`src/rtl/page_perm_check.sv`:
```
module page_perm_check #(
  parameter int RSVD_W = 4
) (
  input  logic              clk,
  input  logic              rst_n,
  input  logic              chk_valid,
  input  logic              pte_present,
  input  logic              pte_writable,
  input  logic              pte_user,
  input  logic [RSVD_W-1:0] pte_rsvd,
  input  logic              acc_write,
  input  logic              mode_user,
  input  logic              wp_en,
  input  logic              ext_en,
  output logic              fault,
  output logic [3:0]        err_code,
  output logic              done
);

  logic not_present, priv_viol, ro_viol, rsvd_viol, any_fault;
  logic [3:0] code_next;

  assign not_present = !pte_present;
  assign priv_viol   = mode_user && !pte_user;
  assign ro_viol     = acc_write && !pte_writable && (mode_user || wp_en);
  assign rsvd_viol   = ext_en && (|pte_rsvd);
  assign any_fault   = not_present || priv_viol || ro_viol || rsvd_viol;

  always_comb begin
    code_next = 4'b0000;
    if (any_fault) begin
      code_next[0] = pte_present;
      code_next[1] = acc_write;
      code_next[2] = mode_user;
      code_next[3] = pte_present && rsvd_viol;
    end
  end

  always_ff @(posedge clk or negedge rst_n) begin
    if (!rst_n) begin
      fault    <= 1'b0;
      err_code <= 4'b0000;
      done     <= 1'b0;
    end else begin
      done <= chk_valid;
      if (chk_valid) begin
        fault    <= any_fault;
        err_code <= code_next;
      end
    end
  end

  a_r2_done_after_valid: assert property (@(posedge clk) disable iff (!rst_n)
    chk_valid |=> done);

  a_r2_done_needs_valid: assert property (@(posedge clk) disable iff (!rst_n)
    !chk_valid |=> !done);

  a_r3_not_present_faults: assert property (@(posedge clk) disable iff (!rst_n)
    (chk_valid && !pte_present) |=> (fault && !err_code[0] && !err_code[3]));

  a_r7_rsvd_flag: assert property (@(posedge clk) disable iff (!rst_n)
    (chk_valid && pte_present && ext_en && (|pte_rsvd)) |=> (fault && err_code[3] && err_code[0]));

  a_r8_clean_code: assert property (@(posedge clk) disable iff (!rst_n)
    !fault |-> (err_code == 4'b0000));

  a_r9_hold: assert property (@(posedge clk) disable iff (!rst_n)
    !chk_valid |=> ($stable(fault) && $stable(err_code)));

endmodule

```
`config.mk`:
```
export PLATFORM = sky130hd
export DESIGN_NAME = page_perm_check
export DESIGN_NICKNAME = d
export VERILOG_FILES = /design/src/rtl/page_perm_check.sv
export SDC_FILE = /design/constraint.sdc
export NUM_CORES = 1
export LEC_CHECK = 0
export ABC_AREA = 1
export BUFFER_PORTS_ARGS = -buffer_cell sky130_fd_sc_hd__buf_2
export CAP_MARGIN = 25
export CORE_AREA = 2 2 39 41
export DETAILED_ROUTE_END_ITERATION = 10
export DIE_AREA = 0 0 41 43
export PLACE_DENSITY = 0.58
export SLEW_MARGIN = 20
export SYNTH_ARGS = -nofsm -noshare
export SYNTH_HDL_FRONTEND = slang
export SYNTH_SLANG_ARGS = --single-unit
```
`constraint.sdc`:
```
create_clock -name clk -period 0.8 [get_ports clk]
set_input_delay 0.12 -clock clk [delete_from_list [all_inputs] [get_ports clk]]
set_output_delay 0.12 -clock clk [all_outputs]
set_load 0.005 [all_outputs]
```
==> flow_summary.yaml, run 1 <==
worst_setup_path:
  r2r-end: "fault"
  cp_num_buf_inv: 1
  cp-start-kind: "flop"
  path_class: "reg2out"
  critical_path_depth: 1
  slowest_delay_ps: 370
  cp-endpoint: "err_code[1]"
  required_ps: 680
  r2r-start: "fault"
  r2r_setup_slack_ps: 10
  timing.critical_path.from: "err_code[1]"
  cp_max_fo: 2
  critPathArrivalTime_ps: 740
  slowest_stage: "dfrtp_1"
  crit_chain: "buf_2"
  rr_worst_depth: 4
  crit_family: "flip-flops"
  end_kind: "output port"
sta:
  hold_viol_final: 0
  fmax_mhz: 1170
  hold_ws_ps: 69.5
  period_minus_slack_ps: 856
  period_share_pct: 107
  setup_violations: 6
  setup_tns_ps: -268
  setup_ws_ps: -56.4
  skew_ps: 0
  rsz0062_at_grt: "yes"
  slew_headroom_pct: 89.4
  worst_pin_slew_ps: 157
  finalMaxSlewViolations: 0
global_route:
  grt_pass1_wl_microns: 1100
  grt_usage_pct: 10.1
  grt_pass1_vias: 275
  antenna_found_initial: 0
  overflow: 0
  grt_max_degree: 8
synth:
  syn_area_sq_um: 267
  synth_cell_type_count: 7
  ys.warnings.count: 0
  synth.area.mux_share_pct: 0
  ys_top_cells_by_area: "dfrtp_1 56%, nand2_1 23%, nor2_1 7.0%"
  synth_top_family_by_area: "simple AND/OR/NAND/NOR gates"
  synthesis.nets: 49
  synthSimpleGateAreaFrac_pct: 37.6
  synth_seq_cells: 6
  syn_inst: 35
  synth.top_cell.area_share_pct: 56.3
  synth_compound_area_share_pct: 1.88
  synthAdderAreaFrac_pct: 0
  synth.largest_area_cell: "dfrtp_1"
  ys_seq_area_share_pct: 56.3
  syn_avg_cell_area_sq_um: 7.61
  synth-xor-area-share_pct: 0
placement:
  port_buffers: 19
  place_congestion: 0.667
  dp_hpwl_microns: 506
  pre_cts_ws_ps: -18.1
  dpl_cell_area_sq_um: 389
  dp.cells: 71
final_layout:
  fill_cells: 158
  n_antenna_cell: 0
  design_area_sq_um: 463
  fin_util_pct: 33.5
  area_growth_syn_to_layout_pct: 73.7
  drive_above_1_share_pct: 45.3
  instances_no_fill: 80
  final_nets: 80
hold_path:
  hp-class: "in2reg"
floorplan:
  start_util_pct: 19.3
  ios: 20
  dieArea_sq_um: 1760
  chipWidth_microns: 41
  die_height_microns: 43
  rows: 14
  core_sq_um: 1380
clocking:
  cts_root_buf: "clkbuf_4"
  cts_tree: "built"
  path_clk_slew_ps: 40
  clk_latency_ps: 240
  clk_path_buf_depth: 2
  numCtsBuffers: 3
  h-tree-depth: 1
  cts_sinks: 6
power:
  powerDensity_nw_per_um2: 1680
  leakagePower_nw: 0.279
  ir_drop_mv: 0.539
  power_uw: 779
detailed_routing:
  via_per_inst: 3.78
  drcViolationCount: 0
  ant_nets: 0
  drtIter0Drc: 12
  num_vias: 302
  drt_wl_total_microns: 643
  routedWlPerCell_microns: 8.04
  first_pass_iters: 4
job:
  cap_violations: 0
outcome:
  status: "finished, violations left"
  failed_checks: "setup timing"
[registers in the layout, summed over array words and instances, names as in the netlist]
| signal | count |
|---|---|
| err_code | 4 |
| done | 1 |
| fault | 1 |
[logic make-up (layout without fill, tap and decap cells)]
family          Yosys count  in the layout
compound gates            1              1
simple gates             25             25
buf+inv                   3             32
flops                     6              6
[routing by layer]
layer	wire length [microns]	up-vias	track usage [%]
met4	22	0	12.0
met2	275	20	12.5
li1	-	165	-
met1	283	115	10.5
met3	63	2	5.24
met5	0	-	0
[cells in the mapped netlist]
library cell,n
nand3_1,3
o21ai_0,1
inv_1,3
nor2_1,5
nand2_2,1
dfrtp_1,6
nand2_1,16
[worst reg2reg max path, delay by kind of cell, from the launching register on]
family	cells	cell delay (ps)
buffers and inverters	2	230
flip-flops	1	360
AND/OR/NAND/NOR	2	90
[layout make-up]
| cell class | instances | area [sq um] | share of cell area, % |
|---|---|---|---|
| inverters | 3 | 11.3 | 2.43 |
| well taps | 16 | 20.0 | 4.32 |
| clock buffers | 3 | 22.5 | 4.86 |
| flip-flops and latches | 6 | 150 | 32.4 |
| multi-input cells | 26 | 105 | 22.7 |
| repair buffers | 26 | 154 | 33.2 |
[cells in the final DEF (no fill, tap or decap)]
cell	n
nand2_1	16
nand2_2	1
dfrtp_1	6
dlygate4sd3_1	1
buf_4	5
nor2_1	5
o21ai_0	1
buf_6	1
nand3_1	3
clkbuf_4	3
inv_1	3
buf_2	19
[what timing repair did]
| item | 4_1_cts | 5_1_grt |
|---|---|---|
| hold endpoints to repair | 6 | 0 |
| setup endpoints to repair | 6 | 6 |
| hold buffers | 1 | 0 |
| gates resized for setup | 0 | 1 |
| setup buffers | 4 | 1 |
| pin swaps | 0 | 1 |
[power breakdown]
group	switching, mW	internal [mW]
logic	0.0689	0.0955
registers	0.0104	0.331
clock network	0.104	0.169
total	0.184	0.596
[worst min path at each step]
stage          cells past startpoint          end       from  slack (ps)
2_1_floorplan                      0         done      rst_n        -180
3_3_place_gp                       1  err_code[0]      rst_n         -50
3_5_place_dp                       1         done      rst_n         -50
4_1_cts                            1         done  chk_valid          60
5_1_grt                            1         done  chk_valid          60
6_report                           1         done  chk_valid          70
Power figures use the tool's default switching activity.
==> run 2: changes to the inputs <==
Settings changed: PLACE_DENSITY 0.58 to 0.57.
Clock period 0.8 ns to 0.95 ns, I/O delays scaled along.
==> run 2 against run 1 <==
Effect of this change:
- the flow now finishes without violations
- cell area is 11% lower
- setup slack better by 130 ps
- sequential share of layout area is 3.8 points higher
- register-to-register slack better by 330 ps
- clock skew stayed put
- critical endpoint is now fault
==> flow_summary.yaml, run 2 (synthesized netlist as in run 1, its figures left out) <==
outcome:
  status: "finished clean"
final_layout:
  design_area_sq_um: 414
  largest_reg_flops: 4
  fill_cells: 154
  area_growth_syn_to_layout_pct: 55.4
  multiInputGateArea_sq_um: 105
  regMostFlops: "err_code"
  drive_above_1_share_pct: 39.7
  largest_registers: "err_code: 4 flops, done: 1 flops, fault: 1 flops"
  final_nets: 74
  regArea_sq_um: 150
  n_antenna_cell: 0
  final_common_cell: "buf_2"
  final_cell_mix: "19 x buf_2, 16 x nand2_1, 6 x dfrtp_1"
  fin_util_pct: 29.9
hold_path:
  timing.hold.worst.start: "chk_valid"
  hp-class: "in2reg"
  hold_path_depth: 1
  min_to: "done"
clocking:
  clk_path_buf_depth: 2
  cts_root_buf: "clkbuf_4"
  path_clk_slew_ps: 40
  h-tree-depth: 1
  cts_tree: "built"
  numCtsBuffers: 3
  clk_latency_ps: 230
  cts_sinks: 6
sta:
  setup_ws_ps: 69.4
  fmax_mhz: 1140
  skew_ps: 0
  worst_pin_slew_ps: 129
  setup_violations: 0
  hold_viol_final: 0
  period_minus_slack_ps: 881
  slew_headroom_pct: 91.3
  finalMaxSlewViolations: 0
  period_share_pct: 92.7
  rsz0062_at_grt: "no"
  setup_tns_ps: 0
worst_setup_path:
  end_kind: "output port"
  r2r_setup_slack_ps: 340
  timing.critical_path.from: "fault"
  r2r-start: "err_code[3]"
  slowest_stage: "dfrtp_1"
  cp_max_fo: 2
  required_ps: 810
  crit_chain: "buf_2"
  rr_worst_depth: 2
  crit_family: "flip-flops"
  slowest_delay_ps: 370
  r2r-end: "err_code[3]"
  cp_num_buf_inv: 1
  cp-start-kind: "flop"
  critPathArrivalTime_ps: 740
  path_class: "reg2out"
global_route:
  grt_pass1_vias: 277
  grt_max_degree: 8
  overflow: 0
  use_met2_pct: 11.3
  grt_usage_pct: 8.56
  grt_pass1_wl_microns: 979
  top_usage_layer: "met4"
  antenna_found_initial: 0
  use_met3_pct: 0
  gr-usage-met1_pct: 10.1
detailed_routing:
  drcViolationCount: 0
  drt_wl_total_microns: 624
  ant_nets: 0
  via_per_inst: 3.76
  first_pass_iters: 4
  num_vias: 278
  drtIter0Drc: 6
  routedWlPerCell_microns: 8.43
floorplan:
  die_height_microns: 43
  ios: 20
  rows: 14
  chipWidth_microns: 41
  dieArea_sq_um: 1760
  start_util_pct: 19.3
  core_sq_um: 1380
placement:
  port_buffers: 19
  pre_cts_ws_ps: 110
  dp_hpwl_microns: 512
  dpl_cell_area_sq_um: 382
  place_congestion: 0.673
power:
  leakagePower_nw: 0.248
  ir_drop_mv: 0.418
  powerDensity_nw_per_um2: 1490
job:
  cap_violations: 0
run 2: cell types whose count changed in the layout (fill, tap and decap cells not counted):
cell,change
buf_6,-1
buf_4,-5
run 2: per-stage QoR:
step	std cells	hold slack, ps	total power, mW
2_1_floorplan	35	-153	0.331
5_1_grt	74	101	0.656
3_3_place_gp	70	-28.7	0.393
4_1_cts	74	95.2	0.633
3_5_place_dp	70	-27.4	0.395
6_report	74	103	0.617
run 2: metal layers:
layer,vias up,part of all wire (%)
met5,-,0
met4,0,0
met3,0,9.8
met2,17,42
met1,107,48
li1,154,-
run 2: what timing repair did:
item,in CTS,in global routing
hold buffers,1,0
setup buffers,0,0
endpoints found under the hold margin,6,0
gates resized for setup,0,0
run 2: report_power, final:
group	total, mW	switching, mW	internal (mW)
Sequential	0.289	0.0103	0.279
Combinational	0.103	0.0505	0.0525
Clock	0.225	0.0823	0.142
run 2: how the worst max path moves through the flow:
stage | cells after the start | slack, ps | to
CTS | 1 | 50 | fault
detailed placement | 7 | 110 | err_code[1]
global placement | 7 | 110 | err_code[0]
finish | 1 | 70 | fault
floorplan | 6 | 290 | err_code[0]
global route | 1 | 40 | err_code[0]
run 2: final cells by class:
cell class,count,area share [%]
inverters,3,2.72
multi-input cells,26,25.4
clock buffers,3,5.44
well taps,16,4.83
repair buffers,20,25.4
flip-flops and latches,6,36.3
==> run 3: changes to the inputs <==
Settings changed: ABC_AREA 1 to unset, PLACE_DENSITY 0.57 to 0.59.
==> run 3 against run 2 <==
Effect of this change:
- sequential share of layout area shrank 2.5 points
- maximum frequency shrank 0.49%
- cell area grew 7.3%
- clock power is essentially flat
- die area is the same
- clock-buffer cell count is the same
- largest cell class unchanged
- largest power group unchanged
- highest routed layer unchanged
==> flow_summary.yaml, run 3 <==
outcome:
  status: "finished clean"
final_layout:
  design_area_sq_um: 444
  instances_no_fill: 67
  drive_above_1_share_pct: 52.9
  n_antenna_cell: 0
  area_growth_syn_to_layout_pct: 51.7
  largest_reg_flops: 4
  final_cell_mix: "19 x buf_2, 6 x inv_1, 6 x dfrtp_1"
  final_common_cell: "buf_2"
  regMostFlops: "err_code"
  largest_registers: "err_code: 4 flops, done: 1 flops, fault: 1 flops"
  final_nets: 67
worst_setup_path:
  cp_max_fo: 2
  rr_worst_depth: 2
  critical_path_depth: 1
  crit_chain: "buf_2"
  crit_family: "flip-flops"
  r2r_setup_slack_ps: 290
  cp-endpoint: "err_code[1]"
  cp_num_buf_inv: 1
  critPathArrivalTime_ps: 740
  r2r-start: "fault"
  required_ps: 810
  slowest_delay_ps: 370
  path_class: "reg2out"
  cp-start-kind: "flop"
  r2r-end: "fault"
  timing.critical_path.from: "err_code[1]"
  end_kind: "output port"
  slowest_stage: "dfrtp_1"
clocking:
  numCtsBuffers: 3
  cts_resized: 0
  clk_latency_ps: 230
  cts_root_buf: "clkbuf_4"
  h-tree-depth: 1
  cts_tree: "built"
  path_clk_slew_ps: 40
  cts_sinks: 6
  clk_path_buf_depth: 2
detailed_routing:
  ant_nets: 0
  drcViolationCount: 0
  via_per_inst: 4.22
  first_pass_iters: 2
  drtIter0Drc: 1
  routedWlPerCell_microns: 9.85
  num_vias: 283
  drt_wl_total_microns: 660
synth:
  ys_seq_area_share_pct: 51.3
  ys.warnings.count: 0
  synthesis.nets: 42
  syn_avg_cell_area_sq_um: 10.5
  synth.largest_area_cell: "dfrtp_1"
  syn_area_sq_um: 293
  synthTopCellsByCount: "6 x dfrtp_1, 6 x inv_1, 3 x o22ai_1"
  syn_inst: 28
  async_flop_share_pct: 100
  synth_seq_cells: 6
  ys_top_cells_by_area: "dfrtp_1 51%, o41ai_4 9.4%, inv_1 7.7%"
  synth_edf_count: 0
  synthFlopType: "dfrtp_1"
  synth_cell_type_count: 14
  synth.top_cell.area_share_pct: 51.3
power:
  powerDensity_nw_per_um2: 1440
  ir_drop_mv: 0.397
  swShare_pct: 24.4
  intPower_uw: 483
  leakagePower_nw: 0.232
  p_comb_share_pct: 19.5
  switchingPower_uw: 156
  power_uw: 639
  seqPwrFrac_pct: 45.1
  pwr-share-clk_pct: 35.4
sta:
  fmax_mhz: 1130
  period_share_pct: 93.2
  setup_violations: 0
  period_minus_slack_ps: 885
  finalMaxSlewViolations: 0
  skew_ps: 0
  hold_viol_final: 0
  hold_ws_ps: 126
  rsz0062_at_grt: "no"
  setup_ws_ps: 65.1
  slew_headroom_pct: 79.6
  worst_pin_slew_ps: 304
placement:
  port_buffers: 19
  pre_cts_ws_ps: -180
  dpl_cell_area_sq_um: 412
  dp.cells: 63
  dp_hpwl_microns: 551
  place_congestion: 0.687
global_route:
  antenna_found_initial: 0
  grt_usage_pct: 8.99
  grt_max_degree: 11
  grt_pass1_vias: 293
  overflow: 0
  grt_pass1_wl_microns: 1080
floorplan:
  rows: 14
  start_util_pct: 21.2
  die_height_microns: 43
  dieArea_sq_um: 1760
  core_sq_um: 1380
  chipWidth_microns: 41
  ios: 20
job:
  cap_violations: 0
hold_path:
  hp-class: "in2reg"
[run 3: cell count changes in the layout (fill, tap and decap cells not counted), sizes merged, moves of 2 or more]
cell / change
nand3: -3
a21oi: +2
inv: +3
o22ai: +3
nor2: -4
nand2: -14
[run 3: power groups by stage]
stage	combinational [mW]	clock [mW]	sequential [mW]
5_1_grt	0.141	0.249	0.290
3_5_place_dp	0.124	0	0.292
6_report	0.125	0.227	0.288
4_1_cts	0.127	0.234	0.288
2_1_floorplan	0.0481	0	0.294
3_3_place_gp	0.122	0	0.291
[run 3: layout make-up]
class	instances	area (sq um)
Clock buffer	3	22.5
Sequential cell	6	150
Multi-Input combinational cell	15	116
Fill cell	158	940
Timing Repair Buffer	21	113
Inverter	6	22.5
Tap cell	16	20.0
[run 3: worst min path at each step]
stage | startpoint | endpoint | slack [ps] | cells after the start
2_1_floorplan | rst_n | done | -150 | 0
3_3_place_gp | rst_n | err_code[3] | -30 | 1
3_5_place_dp | rst_n | err_code[3] | -30 | 1
4_1_cts | chk_valid | done | 120 | 1
5_1_grt | chk_valid | done | 130 | 1
6_report | chk_valid | done | 130 | 1
[run 3: timing repair]
item | 4_1_cts | 5_1_grt
hold endpoints to repair | 6 | 0
hold buffers | 1 | 0
setup buffers | 0 | 0
[run 3: logic make-up after synthesis]
kind of cell / synth area share [%]
compound gates: 33.8
buf+inv: 8.97
flops: 51.3
simple gates: 5.98
[run 3: per-layer routing]
metal / share of wire, % / track usage (%) / routed length, microns
met5: 0 / 0 / 0
met4: 0 / 2.00 / 0
met1: 39 / 8.85 / 255
met3: 11 / 5.76 / 70
met2: 51 / 15.0 / 335
[run 3: worst register-to-register path: cells and delay by family (launching register included)]
kind	cells	cell delay (ps)
compound gates	1	60
simple gates	1	100
flops	1	370
[run 3: stage by stage]
| stage | setup TNS [ps] | util [%] |
|---|---|---|
| detailed placement | -703 | 29.7 |
| global placement | -621 | 29.7 |
| global route | 0 | 32.1 |
| CTS | 0 | 32.1 |
| finish | 0 | 32.1 |
| floorplan | 0 | - |
